## src/rtl/pad_pkg.sv

```systemverilog
package pad_pkg;
    typedef enum logic [2:0] {
        PS_PASS  = 3'd0,
        PS_MARK  = 3'd1,
        PS_ZERO  = 3'd2,
        PS_LENHI = 3'd3,
        PS_LENLO = 3'd4
    } pad_state_e;
endpackage

```

## src/rtl/pad_slot_ctr.sv

```systemverilog
module pad_slot_ctr #(
    parameter int BLOCK_WORDS = 16,
    localparam int SLOT_W = $clog2(BLOCK_WORDS)
) (
    input  logic              clk,
    input  logic              rst_n,
    input  logic              adv,
    output logic [SLOT_W-1:0] slot,
    output logic              last
);
    localparam logic [SLOT_W-1:0] TOP = SLOT_W'(BLOCK_WORDS - 1);

    logic [SLOT_W-1:0] slot_d, slot_q;

    always_comb begin
        slot_d = slot_q;
        if (adv) begin
            slot_d = (slot_q == TOP) ? '0 : slot_q + 1'b1;
        end
    end

    always_ff @(posedge clk or negedge rst_n) begin
        if (!rst_n) slot_q <= '0;
        else        slot_q <= slot_d;
    end

    assign slot = slot_q;
    assign last = (slot_q == TOP);
endmodule

```

## src/rtl/pad_marker_mux.sv

```systemverilog
module pad_marker_mux #(
    parameter int WORD_W = 32,
    localparam int BYTES  = WORD_W / 8,
    localparam int BIDX_W = $clog2(BYTES)
) (
    input  logic [WORD_W-1:0] tail,
    input  logic [BIDX_W-1:0] nbytes,
    output logic [WORD_W-1:0] word
);
    // Lane 0 is the most significant byte (big-endian order).
    for (genvar i = 0; i < BYTES; i++) begin : g_lane
        localparam int HI = WORD_W - 1 - 8 * i;
        assign word[HI -: 8] = (BIDX_W'(i) < nbytes)  ? tail[HI -: 8] :
                               (BIDX_W'(i) == nbytes) ? 8'h80 : 8'h00;
    end
endmodule

```

## src/rtl/sha256_pad.sv

```systemverilog
module sha256_pad
    import pad_pkg::*;
#(
    parameter int WORD_W      = 32,
    parameter int BLOCK_WORDS = 16
) (
    input  logic                clk,
    input  logic                rst_n,
    input  logic                in_valid,
    input  logic [WORD_W-1:0]   in_data,
    output logic                in_ready,
    input  logic                proc_valid,
    input  logic [2*WORD_W-1:0] proc_len,
    input  logic [WORD_W-1:0]   proc_tail,
    output logic                proc_ready,
    output logic                out_valid,
    output logic [WORD_W-1:0]   out_data,
    output logic                out_last,
    input  logic                out_ready
);
    localparam int LEN_W    = 2 * WORD_W;
    localparam int SLOT_W   = $clog2(BLOCK_WORDS);
    localparam int BIDX_W   = $clog2(WORD_W / 8);
    localparam int LEN_SLOT = BLOCK_WORDS - 2;
    localparam logic [SLOT_W-1:0] PRE_LEN = SLOT_W'(LEN_SLOT - 1);

    typedef struct packed {
        pad_state_e         st;
        logic [LEN_W-1:0]   len;
        logic [WORD_W-1:0]  tail;
    } regs_t;

    regs_t d, q;

    logic [SLOT_W-1:0] slot;
    logic              slot_last;
    logic              out_fire;
    logic [WORD_W-1:0] marker;
    pad_state_e        cur_st;
    logic [BIDX_W-1:0] nbytes;

    assign nbytes = q.len[BIDX_W+2:3];
    assign cur_st = q.st;

    pad_marker_mux #(.WORD_W(WORD_W)) u_mark (
        .tail   (q.tail),
        .nbytes (nbytes),
        .word   (marker)
    );

    pad_slot_ctr #(.BLOCK_WORDS(BLOCK_WORDS)) u_slot (
        .clk   (clk),
        .rst_n (rst_n),
        .adv   (out_fire),
        .slot  (slot),
        .last  (slot_last)
    );

    assign out_fire = out_valid & out_ready;
    assign out_last = slot_last;

    always_comb begin
        d          = q;
        out_valid  = 1'b1;
        out_data   = '0;
        in_ready   = 1'b0;
        proc_ready = 1'b0;
        unique case (q.st)
            PS_PASS: begin
                out_valid  = in_valid;
                out_data   = in_data;
                in_ready   = out_ready;
                proc_ready = 1'b1;
                if (proc_valid) begin
                    d.st   = PS_MARK;
                    d.len  = proc_len;
                    d.tail = proc_tail;
                end
            end
            PS_MARK: begin
                out_data = marker;
                if (out_fire) d.st = (slot == PRE_LEN) ? PS_LENHI : PS_ZERO;
            end
            PS_ZERO: begin
                out_data = '0;
                if (out_fire && slot == PRE_LEN) d.st = PS_LENHI;
            end
            PS_LENHI: begin
                out_data = q.len[LEN_W-1:WORD_W];
                if (out_fire) d.st = PS_LENLO;
            end
            PS_LENLO: begin
                out_data = q.len[WORD_W-1:0];
                if (out_fire) d.st = PS_PASS;
            end
            default: begin
                out_valid = 1'b0;
                d.st      = PS_PASS;
            end
        endcase
    end

    always_ff @(posedge clk or negedge rst_n) begin
        if (!rst_n) q <= '{st: PS_PASS, len: '0, tail: '0};
        else        q <= d;
    end
endmodule

```

## config.mk

```make
export PLATFORM = sky130hd
export DESIGN_NAME = sha256_pad
export DESIGN_NICKNAME = d
export VERILOG_FILES = /design/src/rtl/pad_pkg.sv /design/src/rtl/pad_slot_ctr.sv /design/src/rtl/pad_marker_mux.sv /design/src/rtl/sha256_pad.sv
export SDC_FILE = /design/constraint.sdc
export NUM_CORES = 1
export LEC_CHECK = 0
export ABC_AREA = 1
export BUFFER_PORTS_ARGS = -buffer_cell sky130_fd_sc_hd__clkbuf_2
export CAP_MARGIN = 5
export CELL_PAD_IN_SITES_DETAIL_PLACEMENT = 1
export CELL_PAD_IN_SITES_GLOBAL_PLACEMENT = 1
export CORE_UTILIZATION = 25
export DETAILED_ROUTE_END_ITERATION = 6
export PLACE_DENSITY_LB_ADDON = 0.1
export SLEW_MARGIN = 20
export SYNTH_ARGS = -nofsm -noshare
export SYNTH_HDL_FRONTEND = slang
export SYNTH_SLANG_ARGS = --single-unit
```

## constraint.sdc

```tcl
create_clock -name clk -period 3.6 [get_ports clk]
set_input_delay 0.18 -clock clk [delete_from_list [all_inputs] [get_ports clk]]
set_output_delay 0.18 -clock clk [all_outputs]
set_load 0.02 [all_outputs]
```

==> out/qor.csv, run 1 <==
metric,value,unit
ys_seq_area_frac,0.505,
antenna_found_initial,0,
critPathLaunchType,flop,
grt_overflow,0,
violations,DRC,
p_per_area,916,nW/um^2
rsz0062_at_grt,false,
route.detailed.drc,11,
setup_viol,0,
clk-insertion-delay-late,0.35,ns
drt-met1-wl,7310,um
crit_path_end_kind,output port,
clock_sinks,95,
num_antenna_cells,0,
core_area,18200,um^2
postCtsSetupRepairBufs,0,
first_iter_violations,259,
muxShareOfSynthArea,0,
postCtsResizedCells,0,
synth_area,4710,um^2
maxCapViolations,0,
grt_max_degree,121,
worstPathRequired,3.42,ns
clkSlewWorstSetupHoldPaths,0.07,ns
route.met3.wl,717,um
grt_usage,0.170,
dp.cells,962,
viasPerCell,4.62,
dp_hpwl,10500,um
finalSetupTns,0,ns
numPortBuffers,160,
slew_headroom,0.309,
drive_gt1_frac,0.252,
cts.htree.levels,3,
top_layer,met4,
hold_viol,0,
power_leakage,3.21,nW
wl_met2,7490,um
syn_inst,608,
hold_slack,0.0572,ns
synth_compound_area_frac,0.0284,
hold_path_class,in2reg,
fill_cells,2269,
synth_edf_count,0,
finClkSkew,0.00853,ns
rr_endpoint,nbytes[0],
io_pins,169,
drt_wl_total,15700,um
start_util,0.259,
vias,4526,
wl_per_cell,16.1,um
ant_nets,0,
period_needed,2.70,ns
synth_commonest_cells,"288 x nand2_1, 109 x nand3_1, 95 x dfrtp_1",
status,"complete, but fails checks",
cts_tree,built,
clockBufferDepth,2,
firstDrtPassIters,6,
cts_made_buffers,9,
period_share,0.751,
critPathKind,reg2out,
syn_to_final_growth,26.5,%
syn_nets,743,
synthTopCellsByArea,"dfrtp_1 50%, nand2_1 23%, nand3_1 12%",
worst_pin_slew,1.04,ns
synthSimpleGateAreaFrac,0.402,
holdPathEnd,q[75],
die_w,139,um
worstHoldStart,proc_len[43],
row_count,49,
drv_slew,0,
synth_cell_types,27,
die_h,139,um
synth-adder-area-share,0.00531,
die-area,19400,um^2
synth_top_family_by_area,simple AND/OR/NAND/NOR gates,
fin_nets,880,
min_delay_path_depth,3,
yosysTopAreaCellShare,0.505,
yosysTopAreaCell,dfrtp_1,
holdBufCountCts,1,
fmax,370,MHz
synth-xor-area-share,0.00186,
arrival,2.52,ns
grt_pass1_wl,25800,um
synth_most_common_cell,nand2_1,
peakVddDrop,0.425,mV
reg2reg_slack,1.64,ns
cts-root-buf,clkbuf_16,
rr_worst_depth,4,
synth_area_per_cell,7.74,um^2
synth-main-ff-cell,dfrtp_1,
grt_pass1_vias,4926,
synthArstFlopShare,1.00,
reg2reg_from,cur_st[1],
final_cell_count_no_fill,979,
gp_congestion,0.751,
yosys_warnings,0,
crit_fanout,18,
synth_seq_cells,95,
## area by class of cell
cell class              count  area, um^2  share of cell area
flip-flops and latches     95        2380               0.399
repair buffers            166         866               0.145
well taps                 229         287              0.0481
clock inverters             5        82.6              0.0139
clock buffers              11         233              0.0391
multi-input cells         461        2070               0.347
inverters                  12        45.0             0.00756
## power breakdown
part | switching, mW | internal [mW]
clock | 0.431 | 0.610
sequential | 0.320 | 1.58
combinational | 1.72 | 0.789
total | 2.48 | 2.98
## kinds of logic after synthesis
kind of cell,Yosys count
compound gates,22
xor+xnor,1
fa+ha+maj,2
buf+inv,52
flops,95
simple gates,436
## layout by cell type (no fill, tap or decap)
| cell type | count |
|---|---|
| o211ai_1 | 3 |
| a22oi_1 | 5 |
| nor2_4 | 1 |
| nand2_1 | 288 |
| buf_12 | 1 |
| o21ai_0 | 9 |
| clkbuf_16 | 9 |
| nand3_1 | 109 |
| nand3b_4 | 1 |
| nand2_4 | 2 |
| clkbuf_1 | 2 |
| nand4_1 | 22 |
| o21ai_1 | 1 |
| o2111ai_1 | 1 |
| nor2_1 | 6 |
| a21oi_1 | 3 |
| or2_2 | 1 |
| dfrtp_1 | 95 |
| buf_4 | 6 |
| nor2_2 | 2 |
| nor3_2 | 1 |
| ha_1 | 2 |
| bufinv_16 | 2 |
| xnor2_1 | 1 |
| clkinvlp_4 | 3 |
| dlygate4sd3_1 | 1 |
| nor4_1 | 1 |
| clkbuf_2 | 158 |
| nand2_2 | 1 |
| nor3_4 | 1 |
| inv_1 | 12 |
## routing by layer
metal	global-route usage	vias up
li1	-	2254
met1	0.216	2171
met2	0.287	90
met3	0.0330	11
met4	0.0561	0
met5	0	-
## worst max-delay path, cell delays in order (launching register included)
cell       delay (ns)
dfrtp_1          0.51
nor2_1           0.20
nand2_1          0.17
inv_1            0.50
buf_4            0.38
nand2_1          0.08
o2111ai_1        0.11
clkbuf_2         0.22
## state kept, by name, summed over array words and instances, names as in the netlist
name,cells
nbytes,2
u_slot.slot,4
cur_st,3
q,86
## metrics by stage
stage / setup WS, ns / instance area, um^2 / utilization / total power, mW
finish: 0.897 / 5960 / 0.327 / 5.46
detailed placement: 1.21 / 5630 / 0.309 / 4.51
global route: 0.696 / 5960 / 0.327 / 5.94
CTS: 0.814 / 5960 / 0.327 / 5.57
floorplan: 2.11 / 4710 / - / 3.72
global placement: 1.22 / 5630 / 0.309 / 4.43
## worst max path at each step
stage,from,end,slack (ns),cells past startpoint
after floorplan,cur_st[1],out_data[0],2.11,6
after global placement,cur_st[1],out_data[23],1.22,7
after detailed placement,cur_st[1],out_data[23],1.21,7
after CTS,cur_st[1],out_data[23],0.81,7
after global routing,cur_st[1],out_data[23],0.70,7
final,cur_st[1],out_data[23],0.90,7
Note: power is estimated with default switching activity, not from simulation.
==> run 2, diff against run 1 <==
==> constraint.sdc (replaced) <==
create_clock -name clk -period 2.7 [get_ports clk]
set_input_delay 0.135 -clock clk [delete_from_list [all_inputs] [get_ports clk]]
set_output_delay 0.135 -clock clk [all_outputs]
set_load 0.02 [all_outputs]
==> out/qor.csv, run 2 (synthesis results as in run 1) <==
metric,value,unit
status,"complete, but fails checks",
violations,DRC,
drv_slew,0,
reg2reg_from,cur_st[1],
critPathKind,reg2out,
numPortBuffers,160,
holdPathEnd,q[52],
ant_nets,0,
largest_reg_flops,86,
hold_path_class,in2reg,
stdcell_area,6000,um^2
io_pins,169,
syn_to_final_growth,27.4,%
route.detailed.drc,11,
grt_max_degree,57,
finalSetupTns,0,ns
comb_power_share,0.470,
timing.final.ws_setup,0.436,ns
worst_pin_slew,0.637,ns
power.internal,3.95,mW
gp_congestion,0.757,
die-area,19400,um^2
post-route-util,0.329,
clkSlewWorstSetupHoldPaths,0.07,ns
fmax,442,MHz
layout_commonest_cell,nand2_1,
swShare,0.456,
peakVddDrop,0.461,mV
placed_area,5690,um^2
maxCapViolations,0,
cts-root-buf,clkbuf_16,
grt_usage,0.170,
rr_endpoint,q[84],
num_antenna_cells,0,
period_needed,2.26,ns
grt_pass1_vias,4937,
row_count,49,
slew_headroom,0.573,
finClkSkew,0.00952,ns
core_area,18200,um^2
p_per_area,1210,nW/um^2
layout_common_cells,"288 x nand2_1, 158 x clkbuf_2, 109 x nand3_1",
viasPerCell,4.67,
clk-insertion-delay-late,0.35,ns
worstPathRequired,2.57,ns
critPathTopFamily,simple AND/OR/NAND/NOR gates,
grt_overflow,0,
cts_tree,built,
hold_viol,0,
drt_wl_total,15900,um
power_frac_seq,0.349,
largest_register,q,
crit_path_end_kind,output port,
postCtsResizedCells,0,
cts.htree.levels,3,
crit_fanout,9,
p_clk_frac,0.181,
min_delay_path_depth,3,
clock_sinks,95,
hold_slack,0.0154,ns
firstDrtPassIters,7,
wl_per_cell,16.2,um
reg2reg_slack,0.84,ns
critPathLaunchType,flop,
die_h,139,um
fin_nets,886,
max_stage_delay,0.56,ns
dpl_worst_slack,0.737,ns
cts_made_buffers,9,
power_leakage,3.25,nW
setup_viol,0,
cpMaxStageDelayCell,dfrtp_1,
dp_hpwl,11100,um
antenna_found_initial,0,
start_util,0.259,
crit_start,cur_st[0],
crit_chain,"inv_1, nor3_2, o21ai_0, nand4_1, clkbuf_2",
worstHoldStart,proc_len[20],
grt_pass1_wl,25900,um
vias,4603,
worst-path-buf-inv,2,
arrival,2.13,ns
clockBufferDepth,2,
rr_worst_depth,5,
rsz0062_at_grt,false,
period_share,0.838,
die_w,139,um
first_iter_violations,191,
drive_gt1_frac,0.259,
p_sw,3.31,mW
-- run 2: what timing repair did --
item | CTS | global route
endpoints found under the setup margin | 0 | 0
hold endpoints to repair | 39 | 0
setup buffers | 0 | 0
hold buffers | 1 | 0
-- run 2: power by group through the flow --
stage | Combinational [mW] | Clock, mW | Sequential [mW]
2_1_floorplan | 2.55 | 0 | 2.41
3_3_place_gp | 3.44 | 0 | 2.53
3_5_place_dp | 3.52 | 0 | 2.55
4_1_cts | 3.54 | 1.36 | 2.54
5_1_grt | 3.88 | 1.41 | 2.63
6_report | 3.42 | 1.31 | 2.54
-- run 2: tightest hold or removal path: cells and delay by family --
kind / cells / cell delay, ns
and+or+nand+nor: 2 / 0.12
buffers and inverters: 1 / 0.08
-- run 2: cell type report --
| class | instances | area [um^2] |
|---|---|---|
| multi-input cells | 461 | 2070 |
| clock buffers | 11 | 243 |
| well taps | 229 | 287 |
| repair buffers | 172 | 923 |
| flip-flops and latches | 95 | 2380 |
| fillers | 2258 | 12200 |
| inverters | 12 | 45.0 |
| clock inverters | 5 | 56.3 |
-- run 2: stage by stage --
stage,std cells,total power [mW]
after floorplan,608,4.96
after global placement,968,5.97
after detailed placement,968,6.08
after CTS,985,7.44
after global routing,985,7.92
final,985,7.26
-- run 2: worst max path at each step --
stage / cells past startpoint / endpoint / slack, ns
finish: 5 / out_data[31] / 0.44
global route: 5 / out_data[31] / 0.22
CTS: 5 / out_data[31] / 0.35
detailed placement: 5 / out_data[31] / 0.74
global placement: 5 / out_data[31] / 0.78
floorplan: 6 / out_data[0] / 1.26
-- run 2: metal layers --
| metal | GRT usage | vias to the layer above | routed length (um) |
|---|---|---|---|
| li1 | - | 2263 | - |
| met1 | 0.222 | 2231 | 7360 |
| met2 | 0.283 | 96 | 7650 |
| met3 | 0.0358 | 13 | 721 |
| met4 | 0.0509 | 0 | 184 |
| met5 | 0 | - | 0 |
==> run 3, diff against run 2 <==
--- a/config.mk
+++ b/config.mk
@@ -5,7 +5,7 @@
 export SDC_FILE = /design/constraint.sdc
 export NUM_CORES = 1
 export LEC_CHECK = 0
-export ABC_AREA = 1
+export ABC_AREA = 0
 export BUFFER_PORTS_ARGS = -buffer_cell sky130_fd_sc_hd__clkbuf_2
 export CAP_MARGIN = 5
 export CELL_PAD_IN_SITES_DETAIL_PLACEMENT = 1
==> constraint.sdc (replaced) <==
create_clock -name clk -period 2.3 [get_ports clk]
set_input_delay 0.115 -clock clk [delete_from_list [all_inputs] [get_ports clk]]
set_output_delay 0.115 -clock clk [all_outputs]
set_load 0.02 [all_outputs]
==> out/qor.csv, run 3 <==
metric,value,unit
status,finished clean,
synth_cell_types,38,
p_clk_frac,0.177,
finClkSkew,0.00553,ns
synth_seq_cells,95,
die-area,18700,um^2
min_delay_path_depth,2,
worst_pin_slew,0.707,ns
grt_usage,0.159,
firstDrtPassIters,4,
synth_area,4540,um^2
critPathTopFamily,buffers and inverters,
largest_register,q,
yosysTopAreaCellShare,0.524,
worstPathRequired,2.18,ns
fmax,459,MHz
drv_slew,0,
max_stage_delay,0.48,ns
hold_slack,0.0102,ns
cts_tree,built,
die_w,137,um
die_h,137,um
route.detailed.drc,0,
power.internal,5.14,mW
crit_fanout,27,
clk-insertion-delay-late,0.34,ns
vias,3724,
rsz0062_at_grt,false,
critPathKind,reg2out,
synth-main-ff-cell,dfrtp_1,
row_count,48,
p_sw,3.10,mW
clock_sinks,95,
layout_commonest_cell,clkbuf_2,
cts_made_buffers,9,
gp_congestion,0.723,
numPortBuffers,160,
layout_common_cells,"159 x clkbuf_2, 94 x dfrtp_1, 77 x dlygate4sd3_1",
first_iter_violations,93,
yosysTopAreaCell,dfrtp_1,
swShare,0.376,
antenna_found_initial,2,
synthArstFlopShare,1.00,
drive_gt1_frac,0.450,
hold_path_class,in2reg,
rr_endpoint,q[90],
final_cell_count_no_fill,815,
synthTopCellsByArea,"dfrtp_1 52%, mux2_2 17%, mux2i_1 7.3%",
period_needed,2.18,ns
synth_commonest_cells,"95 x dfrtp_1, 69 x mux2_2, 33 x mux2i_1",
drt_wl_total,13800,um
fin_nets,719,
comb_power_share,0.454,
viasPerCell,4.57,
synth_most_common_cell,dfrtp_1,
ant_nets,0,
crit_chain,"buf_4, and3b_2, buf_12, a221o_1, clkbuf_2",
grt_overflow,0,
dp_hpwl,9380,um
clkSlewWorstSetupHoldPaths,0.07,ns
ys_seq_area_frac,0.524,
worstHoldStart,proc_len[39],
start_util,0.260,
syn_nets,486,
dp.cells,721,
reg2reg_slack,0.30,ns
grt_pass1_wl,22400,um
power_leakage,3.01,nW
largest_reg_flops,86,
crit_path_end_kind,output port,
peakVddDrop,0.484,mV
holdPathEnd,q[71],
io_pins,169,
rr_worst_depth,4,
wl_per_cell,16.9,um
syn_inst,351,
grt_pass1_vias,4244,
power_frac_seq,0.369,
arrival,2.06,ns
yosys_warnings,0,
fill_cells,1916,
reg2reg_from,cur_st[1],
critPathLaunchType,flop,
maxCapViolations,0,
hold_viol,0,
p_per_area,1230,nW/um^2
cts.htree.levels,3,
postCtsSetupRepairBufs,0,
clockBufferDepth,2,
grt_max_degree,54,
syn_to_final_growth,48.1,%
synth_edf_count,0,
cts-root-buf,clkbuf_16,
synth_area_per_cell,12.9,um^2
worst-path-buf-inv,3,
setup_viol,0,
slew_headroom,0.525,
power,8.24,mW
core_area,17500,um^2
cpMaxStageDelayCell,dfrtp_1,
finalSetupTns,0,ns
period_share,0.948,
-- run 3: cell types whose count changed after synthesis, moves of 5 or more --
| cell | previous run | this run |
|---|---|---|
| a22oi_1 | 5 | 0 |
| a221o_1 | 0 | 22 |
| clkbuf_1 | 16 | 11 |
| nand3_1 | 109 | 2 |
| nand4_1 | 22 | 2 |
| nand2_1 | 288 | 10 |
| inv_1 | 12 | 3 |
| mux2_2 | 0 | 69 |
| buf_4 | 13 | 1 |
| mux2_1 | 0 | 20 |
| nor2_1 | 6 | 27 |
| mux2i_1 | 0 | 33 |
-- run 3: power groups by stage --
stage               sequential [mW]  combinational (mW)  clock (mW)
global route                   3.17                4.10        1.59
global placement               3.02                3.63           0
finish                         3.04                3.74        1.46
detailed placement             3.07                3.70           0
CTS                            3.05                3.82        1.52
floorplan                      2.87                2.66           0
-- run 3: what timing repair did --
action	CTS	global route
hold buffers	76	1
endpoints found under the hold margin	92	1
setup endpoints to repair	9	0
gates resized for setup	2	0
-- run 3: area by class of cell --
| class | instances | area, um^2 | share of cell area |
|---|---|---|---|
| inverter | 3 | 11.3 | 0.00168 |
| clock buffer | 10 | 239 | 0.0356 |
| multi-input combinational | 226 | 2040 | 0.304 |
| antenna | 1 | 2.50 | 0.000373 |
| sequential | 95 | 2380 | 0.354 |
| tap | 225 | 282 | 0.0419 |
| clock inverter | 6 | 46.3 | 0.00689 |
| timing repair buffer | 249 | 1710 | 0.255 |
-- run 3: metrics by stage --
step                      area, um^2   util  setup WS [ns]
after floorplan                 4540      -          0.394
after global placement          5650  0.323          0.251
after detailed placement        5650  0.323          0.211
after CTS                       6710  0.384         0.0932
after global routing            6720  0.384         0.0219
final                           6720  0.384          0.120
-- run 3: how the worst max path moves through the flow --
stage               from           end  slack, ns  depth (start not counted)
2_1_floorplan  cur_st[1]         q[10]       0.39                          7
3_3_place_gp   cur_st[0]  out_data[23]       0.25                          4
3_5_place_dp   cur_st[0]  out_data[23]       0.21                          4
4_1_cts        cur_st[1]  out_data[13]       0.09                          5
5_1_grt        cur_st[1]  out_data[11]       0.02                          5
6_report       cur_st[1]  out_data[25]       0.12                          5
-- run 3: cells by family (layout without fill, tap and decap cells) --
family	Yosys count	count (layout)	share of synthesized area
other	0	1	0
AND/OR/NAND/NOR	57	57	0.0623
adder cells (fa/ha/maj)	2	2	0.00552
XOR/XNOR	2	2	0.00386
buffers and inverters	30	268	0.0323
flip-flops	95	95	0.524
AO/OA/AOI/OAI	43	43	0.0781
multiplexers	122	122	0.294
-- run 3: per-layer routing --
layer	up-vias	part of all wire	global-route usage
met2	97	0.49	0.268
li1	1748	-	-
met3	11	0.066	0.0474
met1	1866	0.43	0.194
met5	-	0.0012	0
met4	2	0.010	0.0506
